===== src/rtl/coreclk_pkg.sv =====
package coreclk_pkg;

  // Divider field width; the counter and mask widths derive from it.
  localparam int DIV_W     = 3;
  localparam int CNT_W     = (1 << DIV_W) - 1;
  localparam int REG_W     = 8;

  // Bit positions read and written by software.
  localparam int POS_PD    = 7;
  localparam int POS_LOCK  = 6;
  localparam int POS_RSVD  = 5;
  localparam int POS_STRAP = 4;
  localparam int POS_FINT  = 3;

  localparam logic [DIV_W-1:0] DIV_RESET = 3'd3;

  typedef struct packed {
    logic             pd;
    logic             fint;
    logic [DIV_W-1:0] div;
  } ctrl_t;

endpackage


===== src/rtl/coreclk_rst_sync.sv =====
module coreclk_rst_sync #(
  parameter int STAGES = 2
) (
  input  logic clk,
  input  logic rst_n,
  output logic rst_n_sync
);

  logic [STAGES-1:0] chain_q;
  logic [STAGES-1:0] chain_d;

  // Shift a one in behind the asynchronous assertion.
  generate
    for (genvar i = 0; i < STAGES; i++) begin : g_stage
      if (i == 0) begin : g_first
        assign chain_d[i] = 1'b1;
      end else begin : g_next
        assign chain_d[i] = chain_q[i-1];
      end
    end
  endgenerate

  always_ff @(posedge clk or negedge rst_n) begin
    if (!rst_n) chain_q <= '0;
    else        chain_q <= chain_d;
  end

  assign rst_n_sync = chain_q[STAGES-1];

endmodule


===== src/rtl/coreclk_ctrl_reg.sv =====
module coreclk_ctrl_reg
  import coreclk_pkg::*;
(
  input  logic             clk,
  input  logic             rst_n,
  input  logic             reg_we,
  input  logic [REG_W-1:0] reg_wdata,
  input  logic             pll_locked,
  input  logic             strap_pin,
  output ctrl_t            ctrl,
  output logic [REG_W-1:0] reg_rdata
);

  ctrl_t ctrl_q, ctrl_d;
  logic  lock_meta_q, lock_q;
  logic  strap_q;
  logic  strap_en;
  logic  unused_wdata_bits;

  // Only the writable fields are taken from the write data.
  assign unused_wdata_bits = ^reg_wdata[POS_LOCK:POS_STRAP];

  always_comb begin
    ctrl_d = ctrl_q;
    if (reg_we) begin
      ctrl_d.pd   = reg_wdata[POS_PD];
      ctrl_d.fint = reg_wdata[POS_FINT];
      ctrl_d.div  = reg_wdata[DIV_W-1:0];
    end
  end

  always_ff @(posedge clk or negedge rst_n) begin
    if (!rst_n) begin
      ctrl_q.pd   <= 1'b0;
      ctrl_q.fint <= 1'b0;
      ctrl_q.div  <= DIV_RESET;
    end else begin
      ctrl_q <= ctrl_d;
    end
  end

  // Two-flop synchronizer for the asynchronous lock flag.
  always_ff @(posedge clk or negedge rst_n) begin
    if (!rst_n) begin
      lock_meta_q <= 1'b0;
      lock_q      <= 1'b0;
    end else begin
      lock_meta_q <= pll_locked;
      lock_q      <= lock_meta_q;
    end
  end

  // Strap capture: loaded only while reset is held, never reset itself.
  assign strap_en = ~rst_n;

  always_ff @(posedge clk) begin
    if (strap_en) strap_q <= strap_pin;
  end

  assign ctrl = ctrl_q;

  always_comb begin
    reg_rdata              = '0;
    reg_rdata[POS_PD]      = ctrl_q.pd;
    reg_rdata[POS_LOCK]    = lock_q;
    reg_rdata[POS_RSVD]    = 1'b0;
    reg_rdata[POS_STRAP]   = strap_q;
    reg_rdata[POS_FINT]    = ctrl_q.fint;
    reg_rdata[DIV_W-1:0]   = ctrl_q.div;
  end

endmodule


===== src/rtl/coreclk_rate_gen.sv =====
module coreclk_rate_gen
  import coreclk_pkg::*;
(
  input  logic             clk,
  input  logic             rst_n,
  input  logic [DIV_W-1:0] target_div,
  output logic             tick
);

  logic [CNT_W-1:0] cnt_q, cnt_d;
  logic [DIV_W-1:0] act_q, act_d;
  logic [CNT_W-1:0] term_mask;

  // Terminal count for ratio 2^act: the low act bits all ones.
  generate
    for (genvar i = 0; i < CNT_W; i++) begin : g_mask
      assign term_mask[i] = (32'(act_q) > i);
    end
  endgenerate

  assign tick = (cnt_q == term_mask);

  // The ratio is reloaded only at the period boundary.
  always_comb begin
    if (tick) begin
      cnt_d = '0;
      act_d = target_div;
    end else begin
      cnt_d = cnt_q + 1'b1;
      act_d = act_q;
    end
  end

  always_ff @(posedge clk or negedge rst_n) begin
    if (!rst_n) begin
      cnt_q <= '0;
      act_q <= DIV_RESET;
    end else begin
      cnt_q <= cnt_d;
      act_q <= act_d;
    end
  end

endmodule


===== src/rtl/coreclk_divider.sv =====
module coreclk_divider
  import coreclk_pkg::*;
#(
  parameter int RST_STAGES = 2
) (
  input  logic             clk,
  input  logic             rst_n,
  input  logic             strap_pin,
  input  logic             pll_locked,
  input  logic             irq_busy,
  input  logic             reg_we,
  input  logic [REG_W-1:0] reg_wdata,
  output logic [REG_W-1:0] reg_rdata,
  output logic             osc_off,
  output logic             core_tick
);

  logic             rst_n_int;
  ctrl_t            ctrl;
  logic             fast_sel;
  logic [DIV_W-1:0] target_div;

  coreclk_rst_sync #(.STAGES(RST_STAGES)) u_rst (
    .clk        (clk),
    .rst_n      (rst_n),
    .rst_n_sync (rst_n_int)
  );

  coreclk_ctrl_reg u_reg (
    .clk        (clk),
    .rst_n      (rst_n_int),
    .reg_we     (reg_we),
    .reg_wdata  (reg_wdata),
    .pll_locked (pll_locked),
    .strap_pin  (strap_pin),
    .ctrl       (ctrl),
    .reg_rdata  (reg_rdata)
  );

  // Interrupt override selects the undivided rate.
  assign fast_sel   = ctrl.fint & irq_busy;
  assign target_div = fast_sel ? '0 : ctrl.div;

  coreclk_rate_gen u_rate (
    .clk        (clk),
    .rst_n      (rst_n_int),
    .target_div (target_div),
    .tick       (core_tick)
  );

  assign osc_off = ctrl.pd;

endmodule


===== config.mk =====
export PLATFORM = sky130hd
export DESIGN_NAME = coreclk_divider
export DESIGN_NICKNAME = d
export VERILOG_FILES = /design/src/rtl/coreclk_pkg.sv /design/src/rtl/coreclk_rst_sync.sv /design/src/rtl/coreclk_ctrl_reg.sv /design/src/rtl/coreclk_rate_gen.sv /design/src/rtl/coreclk_divider.sv
export SDC_FILE = /design/constraint.sdc
export NUM_CORES = 1
export LEC_CHECK = 0
export BUFFER_PORTS_ARGS = -buffer_cell sky130_fd_sc_hd__buf_2
export CAP_MARGIN = 15
export CORE_MARGIN = 2
export CORE_UTILIZATION = 49
export CTS_BUF_LIST = sky130_fd_sc_hd__clkbuf_4 sky130_fd_sc_hd__clkbuf_8
export CTS_CLUSTER_DIAMETER = 50
export DETAILED_ROUTE_END_ITERATION = 10
export GPL_ROUTABILITY_DRIVEN = 1
export PLACE_DENSITY = 0.77
export SLEW_MARGIN = 0
export SYNTH_ARGS = -nofsm -noshare
export SYNTH_HDL_FRONTEND = slang
export SYNTH_HIERARCHICAL = 1
export SYNTH_SLANG_ARGS = --single-unit

===== constraint.sdc =====
create_clock -name clk -period 1.54 [get_ports clk]
set_clock_uncertainty 0.15 [all_clocks]
set_input_delay 0.077 -clock clk [delete_from_list [all_inputs] [get_ports clk]]
set_output_delay 0.077 -clock clk [all_outputs]
set_load 0.005 [all_outputs]

==> results.md, run 1 <==
| Parameter | This run |
|---|---|
| Run status | finished with violations |
| Failing checks | negative setup slack |
| VDD IR max | 0.978 mV |
| Root cell of the clock tree | sky130_fd_sc_hd__clkbuf_4 |
| Most area-consuming cells after synthesis | sky130_fd_sc_hd__dfrtp_1, sky130_fd_sc_hd__dfstp_2, sky130_fd_sc_hd__mux2_2 |
| Leak pwr | 0.000677 µW |
| Hold Violations, Final | 0 |
| Wire length of the first global-routing pass | 3780 µm |
| Clock insertion delay at the later pin of the skew report | 0.29 ns |
| Fraction of the yosys area taken by sequential cells | 0.513 |
| Clk pin slew, worst setup/hold paths | 0.11 ns |
| Critical path class | reg -> out |
| Detailed Route WL | 2410 µm |
| Maximum frequency from static timing analysis | 452 MHz |
| Yosys top cell by area | sky130_fd_sc_hd__dfrtp_1 |
| Initial cell density of the core | 0.513 |
| Destination of the worst hold path | u_rate/act_q[1]$_DFFE_PN1N_ |
| WHS | 0.0645 ns |
| Average wire per standard cell | 14.7 µm |
| Share of cells above drive strength 1 | 0.474 |
| Number of DRC violations after detailed routing | 0 |
| Die Area | 0.00241 mm² |
| Leading post-synthesis cells by instance count | sky130_fd_sc_hd__dfrtp_1, sky130_fd_sc_hd__buf_4, sky130_fd_sc_hd__nor2_1 |
| Leading register cell type out of synthesis | sky130_fd_sc_hd__dfrtp_1 |
| Post-synth EDFFs | 1 |
| Proportion of register bits with asynchronous set or reset after synthesis | 0.950 |
| Starting DRC count in detailed routing | 16 |
| Worst R2R Start | u_rate/act_q[0]$_DFFE_PN1N_ |
| Accumulated negative setup slack | -6.21 ns |
| Setup Viol. Count Final | 11 |
| Remaining antenna violation count | 0 |
| Via total after detailed routing | 825 |
| Worst hold stages | 3 |
| Total inserted antenna cells | 0 |
| Number of fill cells | 133 |
| Total area of multi-input combinational cells | 397 µm² |
| Final standard cell utilization of the core | 0.735 |
| Count of different cell masters after synthesis | 29 |
| Final count of pins violating max slew | 0 |
| Initial antenna violation count | 0 |
| Data required time at the worst endpoint | 1.31 ns |
| GRT Residual Overflow | 0 |
| Mapped Avg Cell Area | 11.4 µm² |
| Weighted congestion at the end of routability-driven global placement | 0.800 |
| Number of buffers created by CTS | 3 |
| Row cnt | 16 |
| NumNets Final | 153 |
| Final worst-path setup slack | -0.671 ns |
| Worst Setup Start Kind | register |
| Clock sink count | 20 |
| Final cycle utilization of the critical path | 1.44 |
| Maximum number of pins on one net before global-route repair | 18 |
| Maximum root-to-sink buffer count | 2 |
| Worst reg-to-reg path cell count | 8 |
| Highest net fanout along the worst path | 4 |
| Nets in the synthesized netlist | 102 |
| Post-Place Worst Slack | -0.497 ns |
| Min cycle time layout | 2.21 ns |
| TritonCTS clock tree | built |
| Mapped cell area | 996 µm² |
| FF-to-FF End | u_rate/act_q[0]$_DFFE_PN1N_ |
| Max-cap viol count | 0 |
| Setup slack of the worst register-to-register path | -0.67 ns |
| Arrival @ worst endpoint | 1.98 ns |
| Die height | 49.1 µm |
| Number of cells produced by synthesis | 87 |
| Area taken by flip-flops and latches | 512 µm² |
| Floorplan die width | 49.1 µm |
| Core Box Area | 0.00194 mm² |
| Area added between synthesis and finish | 43.2% |
| Total of warnings raised by yosys | 6 |
| Total power density per cell area | 1630 mW/mm² |
| I/O Buffers | 19 |
| Total global routing track utilization | 0.211 |
| Total of flip-flops plus latches after synthesis | 20 |
| Worst hold path type | in -> reg |
| Via count of the first global-routing pass | 822 |
| Average vias per placed instance | 5.03 |
| Sum of net half-perimeters after detailed placement | 1370 µm |
| CP endpoint kind | primary output |
| First drt pass iteration count | 4 |
| Most common cell in the synthesized netlist | sky130_fd_sc_hd__dfrtp_1 |
| H-Tree Level Count | 1 |
| Min-Delay Startpoint | irq_busy |
| Top-area cell type share of the netlist area | 0.377 |
| # IOs | 24 |
| RSZ-0062 raised after global routing | yes |
==> state kept, by name, indices dropped and copies added, names as in the netlist <==
signal / cells
u_reg/ctrl: 5
u_reg/strap_q: 1
u_rst/chain_q: 2
u_rate/act_q: 3
u_rate/cnt_q: 7
u_reg/lock_q: 1
u_reg/lock_meta_q: 1
==> through the flow <==
| stage | cell area, µm² | total power (µW) | std cells |
|---|---|---|---|
| 2_1_floorplan | 996 | 1420 | 87 |
| 4_1_cts | 1390 | 2190 | 162 |
| 3_3_place_gp | 1140 | 1680 | 137 |
| 5_1_grt | 1430 | 2470 | 164 |
| 3_5_place_dp | 1140 | 1730 | 137 |
| 6_report | 1430 | 2330 | 164 |
==> cell usage in the layout (no fill, tap or decap), types with 2 or more instances in the layout <==
cell,instances
sky130_fd_sc_hd__nand3_1,4
sky130_fd_sc_hd__buf_2,18
sky130_fd_sc_hd__dfstp_2,4
sky130_fd_sc_hd__a21oi_1,3
sky130_fd_sc_hd__xnor2_1,2
sky130_fd_sc_hd__inv_1,4
sky130_fd_sc_hd__mux2_2,5
sky130_fd_sc_hd__dfrtp_1,14
sky130_fd_sc_hd__buf_4,21
sky130_fd_sc_hd__clkbuf_4,3
sky130_fd_sc_hd__mux2_4,3
sky130_fd_sc_hd__nor2_1,8
sky130_fd_sc_hd__a21boi_1,3
sky130_fd_sc_hd__nor2b_1,2
sky130_fd_sc_hd__conb_1,2
sky130_fd_sc_hd__xor2_1,3
sky130_fd_sc_hd__dlygate4sd3_1,14
sky130_fd_sc_hd__buf_6,4
sky130_fd_sc_hd__and3_1,2
==> where the power goes <==
part	internal, µW	total (µW)	switching (µW)
combinational	684	1160	479
clock	144	295	151
sequential	699	873	174
==> worst max-delay path by stage <==
| stage | startpoint | endpoint | slack (ns) | depth (start not counted) |
|---|---|---|---|---|
| floorplan | u_rate/act_q[0]$_DFFE_PN1N_ | u_rate/act_q[0]$_DFFE_PN1N_ | -0.37 | 6 |
| detailed placement | u_rate/act_q[0]$_DFFE_PN1N_ | u_rate/act_q[1]$_DFFE_PN1N_ | -0.50 | 6 |
| finish | u_rate/act_q[0]$_DFFE_PN1N_ | core_tick | -0.67 | 7 |
| global placement | u_rate/act_q[0]$_DFFE_PN1N_ | u_rate/act_q[1]$_DFFE_PN1N_ | -0.40 | 6 |
| CTS | u_rate/act_q[0]$_DFFE_PN1N_ | core_tick | -0.59 | 7 |
| global route | u_rate/act_q[0]$_DFFE_PN1N_ | core_tick | -0.76 | 7 |
==> final cells by class <==
type	instances	area share
Tap cell	27	0.0237
Timing Repair Buffer	57	0.304
Inverter	4	0.0105
Multi-Input combinational cell	52	0.278
Clock buffer	4	0.0254
Sequential cell	20	0.359
==> layer usage <==
metal	vias to the layer above	routed length, µm	track usage	share of wire
met5	-	0	0	0
met4	0	21	0.0857	0.0087
met3	4	72	0.0184	0.030
met2	26	1360	0.390	0.56
met1	402	961	0.249	0.40
li1	393	-	-	-
==> kinds of logic after synthesis <==
| kind of cell | Yosys count | share of synthesized area |
|---|---|---|
| AO/OA/AOI/OAI | 12 | 0.0842 |
| XOR/XNOR | 5 | 0.0440 |
| adder cells (fa/ha/maj) | 2 | 0.0226 |
| buffers and inverters | 15 | 0.109 |
| flip-flops | 20 | 0.513 |
| multiplexers | 8 | 0.0980 |
| other | 2 | 0.00754 |
| AND/OR/NAND/NOR | 23 | 0.122 |
==> worst max-delay path, cell delays in order (launching register included) <==
cell                       delay [ns]
sky130_fd_sc_hd__dfstp_2         0.59
sky130_fd_sc_hd__buf_6           0.12
sky130_fd_sc_hd__inv_1           0.05
sky130_fd_sc_hd__a22oi_2         0.14
sky130_fd_sc_hd__o221ai_1        0.16
sky130_fd_sc_hd__nor4_2          0.35
sky130_fd_sc_hd__buf_4           0.19
sky130_fd_sc_hd__buf_6           0.09
==> timing repair <==
item | in CTS | in global routing
cloned | 0 | 0
pin swaps | 3 | 4
resized for setup | 5 | 5
setup buffers | 7 | 3
setup endpoints to repair | 11 | 12
hold buffers | 14 | 0
hold endpoints to repair | 9 | 0
Note: power is estimated with default switching activity, not from simulation.
==> inputs of run 2 (changes only) <==
--- a/config.mk
+++ b/config.mk
@@ -7,6 +7,7 @@
 export LEC_CHECK = 0
 export BUFFER_PORTS_ARGS = -buffer_cell sky130_fd_sc_hd__buf_2
 export CAP_MARGIN = 15
+export CORE_ASPECT_RATIO = 0.7
 export CORE_MARGIN = 2
 export CORE_UTILIZATION = 49
 export CTS_BUF_LIST = sky130_fd_sc_hd__clkbuf_4 sky130_fd_sc_hd__clkbuf_8
@@ -14,6 +15,7 @@
 export DETAILED_ROUTE_END_ITERATION = 10
 export GPL_ROUTABILITY_DRIVEN = 1
 export PLACE_DENSITY = 0.77
+export SKIP_LAST_GASP = 1
 export SLEW_MARGIN = 0
 export SYNTH_ARGS = -nofsm -noshare
 export SYNTH_HDL_FRONTEND = slang
==> constraint.sdc (replaced) <==
create_clock -name clk -period 1.54 [get_ports clk]
set_clock_uncertainty 0.15 [all_clocks]
set_input_delay 0.154 -clock clk [delete_from_list [all_inputs] [get_ports clk]]
set_output_delay 0.154 -clock clk [all_outputs]
set_load 0.005 [all_outputs]
==> results.md, run 2 (synthesis results as in run 1) <==
| Parameter | This run | Delta |
|---|---|---|
| VDD IR max | 1.33 mV | was 0.978 mV |
| Leak pwr | 0.000630 µW | was 0.000677 µW |
| Core Box Area | 0.00189 mm² | was 0.00194 mm² |
| Worst reg-to-reg path cell count | 8 | unchanged |
| Most repeated library cell on the critical path | sky130_fd_sc_hd__buf_6 | unchanged |
| Total global routing track utilization | 0.206 | was 0.211 |
| Fin area | 0.00134 mm² | was 0.00143 mm² |
| Highest net fanout along the worst path | 4 | unchanged |
| Area added between synthesis and finish | 34.5% | was 43.2% |
| Crit path largest cell delay | 0.57 ns | was 0.59 ns |
| Critical Path, Cell by Cell | buf_6, inv_1, a22oi_2, o221ai_2, nor4_2, buf_4, buf_6 | was buf_6, inv_1, a22oi_2, o221ai_1, nor4_2, buf_4, buf_6 |
| Worst hold path type | in -> async | was in -> reg |
| Data required time at the worst endpoint | 1.24 ns | was 1.31 ns |
| Top reg by flops | u_rate/cnt_q | unchanged |
| Average vias per placed instance | 5.22 | was 5.03 |
| Wire length of the first global-routing pass | 3670 µm | was 3780 µm |
| Highest-delay cell along the critical path | sky130_fd_sc_hd__dfstp_2 | unchanged |
| Final count of pins violating max slew | 0 | unchanged |
| Clock insertion delay at the later pin of the skew report | 0.30 ns | was 0.29 ns |
| Setup Viol. Count Final | 11 | unchanged |
| GRT Residual Overflow | 0 | unchanged |
| Row cnt | 13 | was 16 |
| Root cell of the clock tree | sky130_fd_sc_hd__clkbuf_4 | unchanged |
| Min cycle time layout | 2.17 ns | was 2.21 ns |
| Maximum root-to-sink buffer count | 2 | unchanged |
| Max-cap viol count | 0 | unchanged |
| Via count of the first global-routing pass | 769 | was 822 |
| Initial cell density of the core | 0.528 | was 0.513 |
| Maximum number of pins on one net before global-route repair | 18 | unchanged |
| Maximum frequency from static timing analysis | 461 MHz | was 452 MHz |
| Weighted congestion at the end of routability-driven global placement | 0.797 | was 0.800 |
| First drt pass iteration count | 5 | was 4 |
| Die height | 41.7 µm | was 49.1 µm |
| Clk pin slew, worst setup/hold paths | 0.11 ns | about the same |
| Critical path class | reg -> out | unchanged |
| Failing checks | negative setup slack | unchanged |
| Floorplan die width | 57.9 µm | was 49.1 µm |
| Family with the most delay on the worst path | flip-flops | unchanged |
| Setup slack of the worst register-to-register path | -0.54 ns | was -0.67 ns |
| Average wire per standard cell | 14.9 µm | was 14.7 µm |
| # IOs | 24 | unchanged |
| Total power density per cell area | 1680 mW/mm² | was 1630 mW/mm² |
| DP Cell Count | 130 | was 137 |
| Arrival @ worst endpoint | 1.86 ns | was 1.98 ns |
| Placed Area | 0.00112 mm² | was 0.00114 mm² |
| Hold Violations, Final | 0 | unchanged |
| Share of cells above drive strength 1 | 0.504 | was 0.474 |
| RSZ-0062 raised after global routing | yes | unchanged |
| Most frequent standard cell in the layout excluding fill and tap cells | sky130_fd_sc_hd__buf_2 | was sky130_fd_sc_hd__buf_4 |
| Via total after detailed routing | 778 | was 825 |
| Die Area | 0.00241 mm² | about the same |
| Remaining antenna violation count | 0 | unchanged |
| Run status | finished with violations | unchanged |
| Worst Setup Start Kind | register | unchanged |
| H-Tree Level Count | 1 | unchanged |
| Final worst-path setup slack | -0.627 ns | was -0.671 ns |
| Max reg flops | 7 | unchanged |
| NumNets Final | 143 | was 153 |
| Starting DRC count in detailed routing | 19 | was 16 |
| Layout Cells excl Fill | 149 | was 164 |
| Detailed Route WL | 2220 µm | was 2410 µm |
| I/O Buffers | 19 | unchanged |
| Clock sink count | 20 | unchanged |
| CP endpoint kind | primary output | unchanged |
| Number of buffers and inverters on the critical path | 4 | unchanged |
| Number of buffers created by CTS | 3 | unchanged |
| Initial antenna violation count | 0 | unchanged |
| Number of DRC violations after detailed routing | 0 | unchanged |
| Worst R2R Start | u_rate/act_q[0]$_DFFE_PN1N_ | unchanged |
| Highest-count cells in the layout ignoring fill and taps | sky130_fd_sc_hd__buf_2, sky130_fd_sc_hd__buf_4, sky130_fd_sc_hd__dfrtp_1 | was sky130_fd_sc_hd__buf_4, sky130_fd_sc_hd__buf_2, sky130_fd_sc_hd__dlygate4sd3_1, sky130_fd_sc_hd__dfrtp_1, sky130_fd_sc_hd__nor2_1 |
| Total inserted antenna cells | 0 | unchanged |
| Final cycle utilization of the critical path | 1.41 | was 1.44 |
| FF-to-FF End | u_rate/act_q[1]$_DFFE_PN1N_ | was u_rate/act_q[0]$_DFFE_PN1N_ |
| Sum of net half-perimeters after detailed placement | 1360 µm | was 1370 µm |
| TritonCTS clock tree | built | unchanged |
## run 2: worst max-delay path by stage
stage          slack [ns]                           to  cells past startpoint                   startpoint
3_3_place_gp        -0.44  u_rate/act_q[0]$_DFFE_PN1N_                      6  u_rate/act_q[0]$_DFFE_PN1N_
6_report            -0.63                    core_tick                      7  u_rate/act_q[0]$_DFFE_PN1N_
4_1_cts             -0.63                    core_tick                      6  u_rate/act_q[2]$_DFFE_PN0N_
2_1_floorplan       -0.37  u_rate/act_q[0]$_DFFE_PN1N_                      6  u_rate/act_q[0]$_DFFE_PN1N_
5_1_grt             -0.71                    core_tick                      7  u_rate/act_q[0]$_DFFE_PN1N_
3_5_place_dp        -0.47  u_rate/act_q[1]$_DFFE_PN1N_                      6  u_rate/act_q[0]$_DFFE_PN1N_
## run 2: worst reg2reg max path, cell delays in order, from the launching register on
cell	delay, ns
sky130_fd_sc_hd__dfstp_2	0.57
sky130_fd_sc_hd__buf_6	0.12
sky130_fd_sc_hd__inv_1	0.05
sky130_fd_sc_hd__a22oi_2	0.12
sky130_fd_sc_hd__o221ai_2	0.12
sky130_fd_sc_hd__nor4_2	0.33
sky130_fd_sc_hd__buf_4	0.18
sky130_fd_sc_hd__buf_6	0.10
sky130_fd_sc_hd__mux2_4	0.29
## run 2: final cells by class
class | count | area [µm²]
Clock buffer | 4 | 30.0
Fill cell | 134 | 547
Inverter | 4 | 15.0
Multi-Input combinational cell | 52 | 413
Sequential cell | 20 | 512
Tap cell | 22 | 27.5
Timing Repair Buffer | 47 | 343
## run 2: where the power goes
group	internal, µW	switching (µW)	total, µW
Combinational	636	469	1100
Sequential	698	176	875
Clock	118	148	266
Total	1450	793	2250
## run 2: layer usage
metal,up-vias,wire length (µm),part of all wire,track usage
li1,368,-,-,-
met1,382,1020,0.46,0.278
met2,18,1040,0.47,0.307
met3,10,89,0.040,0.0623
met4,0,76,0.034,0.0837
met5,-,0,0,0
## run 2: timing repair
action | CTS | global route
hold buffers | 8 | 0
gates resized for setup | 4 | 9
pin swaps | 4 | 2
setup endpoints to repair | 11 | 11
buffers inserted | 6 | 1
hold endpoints to repair | 9 | 0
## run 2: stage by stage
step / TNS (ns) / power (µW) / worst slack [ns] / hold WS [ns] / utilization
finish: -4.91 / 2250 / -0.627 / 0.0182 / 0.710
global route: -5.73 / 2390 / -0.714 / 0.00925 / 0.710
CTS: -4.67 / 2100 / -0.631 / 0.00267 / 0.684
global placement: -3.60 / 1650 / -0.439 / -0.209 / 0.595
floorplan: -2.29 / 1420 / -0.368 / -0.292 / -
detailed placement: -3.81 / 1690 / -0.468 / -0.209 / 0.595
==> inputs of run 3 (changes only) <==
--- a/config.mk
+++ b/config.mk
@@ -5,16 +5,18 @@
 export SDC_FILE = /design/constraint.sdc
 export NUM_CORES = 1
 export LEC_CHECK = 0
+export ABC_AREA = 1
 export BUFFER_PORTS_ARGS = -buffer_cell sky130_fd_sc_hd__buf_2
 export CAP_MARGIN = 15
 export CORE_ASPECT_RATIO = 0.7
 export CORE_MARGIN = 2
-export CORE_UTILIZATION = 49
+export CORE_UTILIZATION = 50
 export CTS_BUF_LIST = sky130_fd_sc_hd__clkbuf_4 sky130_fd_sc_hd__clkbuf_8
 export CTS_CLUSTER_DIAMETER = 50
 export DETAILED_ROUTE_END_ITERATION = 10
 export GPL_ROUTABILITY_DRIVEN = 1
 export PLACE_DENSITY = 0.77
+export RECOVER_POWER = 25
 export SKIP_LAST_GASP = 1
 export SLEW_MARGIN = 0
 export SYNTH_ARGS = -nofsm -noshare
==> results.md, run 3 <==
| Parameter | This run | Delta |
|---|---|---|
| Run status | finished with violations | unchanged |
| Failing checks | negative setup slack | unchanged |
| Proportion of power drawn by the clock network | 0.401 | was 0.118 |
| Final cycle utilization of the critical path | 1.27 | was 1.41 |
| Met3 wire length | 272 µm | was 89 µm |
| Starting DRC count in detailed routing | 74 | was 19 |
| Weighted congestion at the end of routability-driven global placement | 0.792 | was 0.797 |
| Total of warnings raised by yosys | 6 | unchanged |
| Clock insertion delay at the later pin of the skew report | 0.32 ns | was 0.30 ns |
| RSZ-0062 raised after global routing | yes | unchanged |
| TritonCTS clock tree | built | unchanged |
| Number of fill cells | 136 | was 134 |
| Worst hold path type | reg -> reg | was in -> async |
| Min cycle time layout | 1.95 ns | was 2.17 ns |
| Detailed Route WL | 3080 µm | was 2220 µm |
| Area added between synthesis and finish | 37.9% | was 34.5% |
| Post-synth EDFFs | 1 | unchanged |
| Mapped Avg Cell Area | 8.03 µm² | was 11.4 µm² |
| Floorplan die width | 60.1 µm | was 57.9 µm |
| Most frequent standard cell in the layout excluding fill and tap cells | sky130_fd_sc_hd__nand2_1 | was sky130_fd_sc_hd__buf_2 |
| Max-cap viol count | 0 | unchanged |
| Wire length of the first global-routing pass | 4500 µm | was 3670 µm |
| Top reg by flops | u_rate/cnt_q | unchanged |
| Initial antenna violation count | 0 | unchanged |
| Critical path class | reg -> out | unchanged |
| Worst Setup Start Kind | register | unchanged |
| Most area-consuming cells after synthesis | sky130_fd_sc_hd__dfrtp_1, sky130_fd_sc_hd__nand2_1, sky130_fd_sc_hd__dfstp_2 | was sky130_fd_sc_hd__dfrtp_1, sky130_fd_sc_hd__dfstp_2, sky130_fd_sc_hd__mux2_2 |
| Maximum number of pins on one net before global-route repair | 18 | unchanged |
| CP endpoint kind | primary output | unchanged |
| Data required time at the worst endpoint | 1.24 ns | about the same |
| Clk pin slew, worst setup/hold paths | 0.13 ns | was 0.11 ns |
| Hold Violations, Final | 0 | unchanged |
| Transition time at the pin with the least slew margin | 0.906 ns |  |
| Root cell of the clock tree | sky130_fd_sc_hd__clkbuf_4 | unchanged |
| H-Tree Level Count | 1 | unchanged |
| Worst rel slew slack | 0.396 |  |
| Die height | 43.2 µm | was 41.7 µm |
| Arrival @ worst endpoint | 1.65 ns | was 1.86 ns |
| Share of cells above drive strength 1 | 0.356 | was 0.504 |
| NumNets Final | 196 | was 143 |
| Die Area | 0.00260 mm² | was 0.00241 mm² |
| Cell-internal power | 870 µW | was 1450 µW |
| Via total after detailed routing | 1,045 | was 778 |
| Final standard cell utilization of the core | 0.715 | was 0.710 |
| Combinational Power Share | 0.093 | was 0.492 |
| Top-area cell type share of the netlist area | 0.341 | was 0.377 |
| I/O Buffers | 19 | unchanged |
| Row cnt | 14 | was 13 |
| Number of buffers and inverters on the critical path | 3 | was 4 |
| Average wire per standard cell | 14.5 µm | was 14.9 µm |
| GRT Residual Overflow | 0 | unchanged |
| Total inserted antenna cells | 0 | unchanged |
| Fraction of the yosys area taken by sequential cells | 0.464 | was 0.513 |
| Setup Viol. Count Final | 11 | unchanged |
| Leading post-synthesis cells by instance count | sky130_fd_sc_hd__nand2_1, sky130_fd_sc_hd__inv_1, sky130_fd_sc_hd__dfrtp_1 | was sky130_fd_sc_hd__dfrtp_1, sky130_fd_sc_hd__buf_4, sky130_fd_sc_hd__nor2_1 |
| Final count of pins violating max slew | 0 | unchanged |
| Count of different cell masters after synthesis | 21 | was 29 |
| Number of buffers created by CTS | 3 | unchanged |
| VDD IR max | 0.503 mV | was 1.33 mV |
| Total power density per cell area | 736 mW/mm² | was 1680 mW/mm² |
| Mapped cell area | 0.00110 mm² | was 996 µm² |
| Accumulated negative setup slack | -2.78 ns | was -4.91 ns |
| Max reg flops | 7 | unchanged |
| Number of DRC violations after detailed routing | 0 | unchanged |
| Routed length on met1 | 1290 µm | was 1020 µm |
| Crit path largest cell delay | 0.65 ns | was 0.57 ns |
| First drt pass iteration count | 4 | was 5 |
| Switching power share of the total | 0.220 | was 0.353 |
| Clock sink count | 20 | unchanged |
| Highest-count cells in the layout ignoring fill and taps | sky130_fd_sc_hd__nand2_1, sky130_fd_sc_hd__inv_1, sky130_fd_sc_hd__buf_2 | was sky130_fd_sc_hd__buf_2, sky130_fd_sc_hd__buf_4, sky130_fd_sc_hd__dfrtp_1 |
| Core Box Area | 0.00212 mm² | was 0.00189 mm² |
| Highest net fanout along the worst path | 6 | was 4 |
| Met2 layer wire length in the routed design | 1450 µm | was 1040 µm |
| Initial cell density of the core | 0.519 | was 0.528 |
| Critical Path, Cell by Cell | buf_6, nand4_1, nand2_2, nor2_4, nand3_4, inv_2, buf_2 | was buf_6, inv_1, a22oi_2, o221ai_2, nor4_2, buf_4, buf_6 |
| Final worst-path setup slack | -0.411 ns | was -0.627 ns |
| Number of cells produced by synthesis | 137 | was 87 |
| Proportion of register bits with asynchronous set or reset after synthesis | 0.950 | unchanged |
| Leading register cell type out of synthesis | sky130_fd_sc_hd__dfrtp_1 | unchanged |
| Sw power | 246 µW | was 793 µW |
| Highest-delay cell along the critical path | sky130_fd_sc_hd__dfstp_2 | unchanged |
| Maximum frequency from static timing analysis | 513 MHz | was 461 MHz |
| Remaining antenna violation count | 0 | unchanged |
| Nets in the synthesized netlist | 152 | was 102 |
| Most common cell in the synthesized netlist | sky130_fd_sc_hd__nand2_1 | was sky130_fd_sc_hd__dfrtp_1 |
| Family with the most delay on the worst path | flip-flops | unchanged |
| Yosys top cell by area | sky130_fd_sc_hd__dfrtp_1 | unchanged |
| # IOs | 24 | unchanged |
| Maximum root-to-sink buffer count | 2 | unchanged |
| Via count of the first global-routing pass | 980 | was 769 |
| Total of flip-flops plus latches after synthesis | 20 | unchanged |
| Leak pwr | 0.000846 µW | was 0.000630 µW |
| Flop pwr share | 0.506 | was 0.390 |
| Average vias per placed instance | 4.93 | was 5.22 |
| Total global routing track utilization | 0.245 | was 0.206 |
| Top layer used by detailed routing | met4 | unchanged |
| Sum of net half-perimeters after detailed placement | 1450 µm | was 1360 µm |
## run 3: power by group through the flow
stage	combinational (µW)	clock [µW]	sequential, µW
after detailed placement	68.6	0	572
after global routing	113	477	567
final	103	448	564
after global placement	65.6	0	571
after floorplan	43.1	0	577
after CTS	99.1	438	563
## run 3: layout make-up
type / instances / area (µm²) / share of cell area
Timing Repair Buffer: 50 / 372 / 0.245
Sequential cell: 20 / 512 / 0.337
Clock inverter: 1 / 30.0 / 0.0198
Multi-Input combinational cell: 79 / 439 / 0.290
Inverter: 27 / 101 / 0.0668
Tap cell: 32 / 40.0 / 0.0264
Clock buffer: 3 / 22.5 / 0.0149
## run 3: worst reg2reg max path, cell delays in order, from the launching register on
cell                      delay, ns
sky130_fd_sc_hd__dfstp_2       0.65
sky130_fd_sc_hd__nand3_2       0.09
sky130_fd_sc_hd__nand2_2       0.09
sky130_fd_sc_hd__nand2_2       0.07
sky130_fd_sc_hd__nor2_4        0.15
sky130_fd_sc_hd__nand3_4       0.10
sky130_fd_sc_hd__buf_4         0.15
sky130_fd_sc_hd__buf_4         0.15
sky130_fd_sc_hd__nand2_1       0.07
sky130_fd_sc_hd__inv_1         0.04
## run 3: cells by family after synthesis
logic type,after synthesis,share of synthesized area
and+or+nand+nor,67,0.280
buffers and inverters,38,0.177
DFF,20,0.464
xor gates and xnor gates,5,0.0398
AOI/OAI and AO/OA,4,0.0205
other,2,0.00683
adders and majority gates,1,0.0114
## run 3: what timing repair did
item                                   CTS  global route
gates resized for setup                  8             8
endpoints found under the hold margin   10             0
gates cloned                             1             0
hold buffers                            16             0
setup endpoints to repair               11            11
setup buffers                            4             3
pin swaps                                3             7
## run 3: worst paths after layout
path,depth (start not counted),slack (ns),start,endpoint
worst max-delay path,7,-0.41,u_rate/act_q[1]$_DFFE_PN1N_,core_tick
worst min-delay path,0,0.22,u_rst/chain_q[0]$_DFF_PN0_,u_rst/chain_q[1]$_DFF_PN0_
worst max register to register,9,-0.27,u_rate/act_q[1]$_DFFE_PN1N_,u_rate/cnt_q[4]$_DFF_PN0_
worst min register to register,0,0.22,u_rst/chain_q[0]$_DFF_PN0_,u_rst/chain_q[1]$_DFF_PN0_
max in group asynchronous,1,0.33,u_rst/chain_q[1]$_DFF_PN0_,u_rate/act_q[2]$_DFFE_PN0N_
min in group asynchronous,1,0.30,u_rst/chain_q[1]$_DFF_PN0_,u_reg/ctrl[2]$_DFFE_PN0P_
## run 3: metrics by stage
stage	setup slack, ns	hold slack (ns)	area, µm²	total power (µW)	instances
finish	-0.411	0.216	1520	1120	212
global route	-0.549	0.227	1520	1160	212
CTS	-0.321	0.0813	1470	1100	209
detailed placement	-0.180	-0.209	1200	641	184
global placement	-0.144	-0.210	1200	637	184
floorplan	0.00349	-0.292	1100	620	137
## run 3: per-layer routing
layer / up-vias / GRT usage
li1: 482 / -
met2: 65 / 0.361
met4: 0 / 0.0889
met5: - / 0
met3: 10 / 0.0945
met1: 488 / 0.326
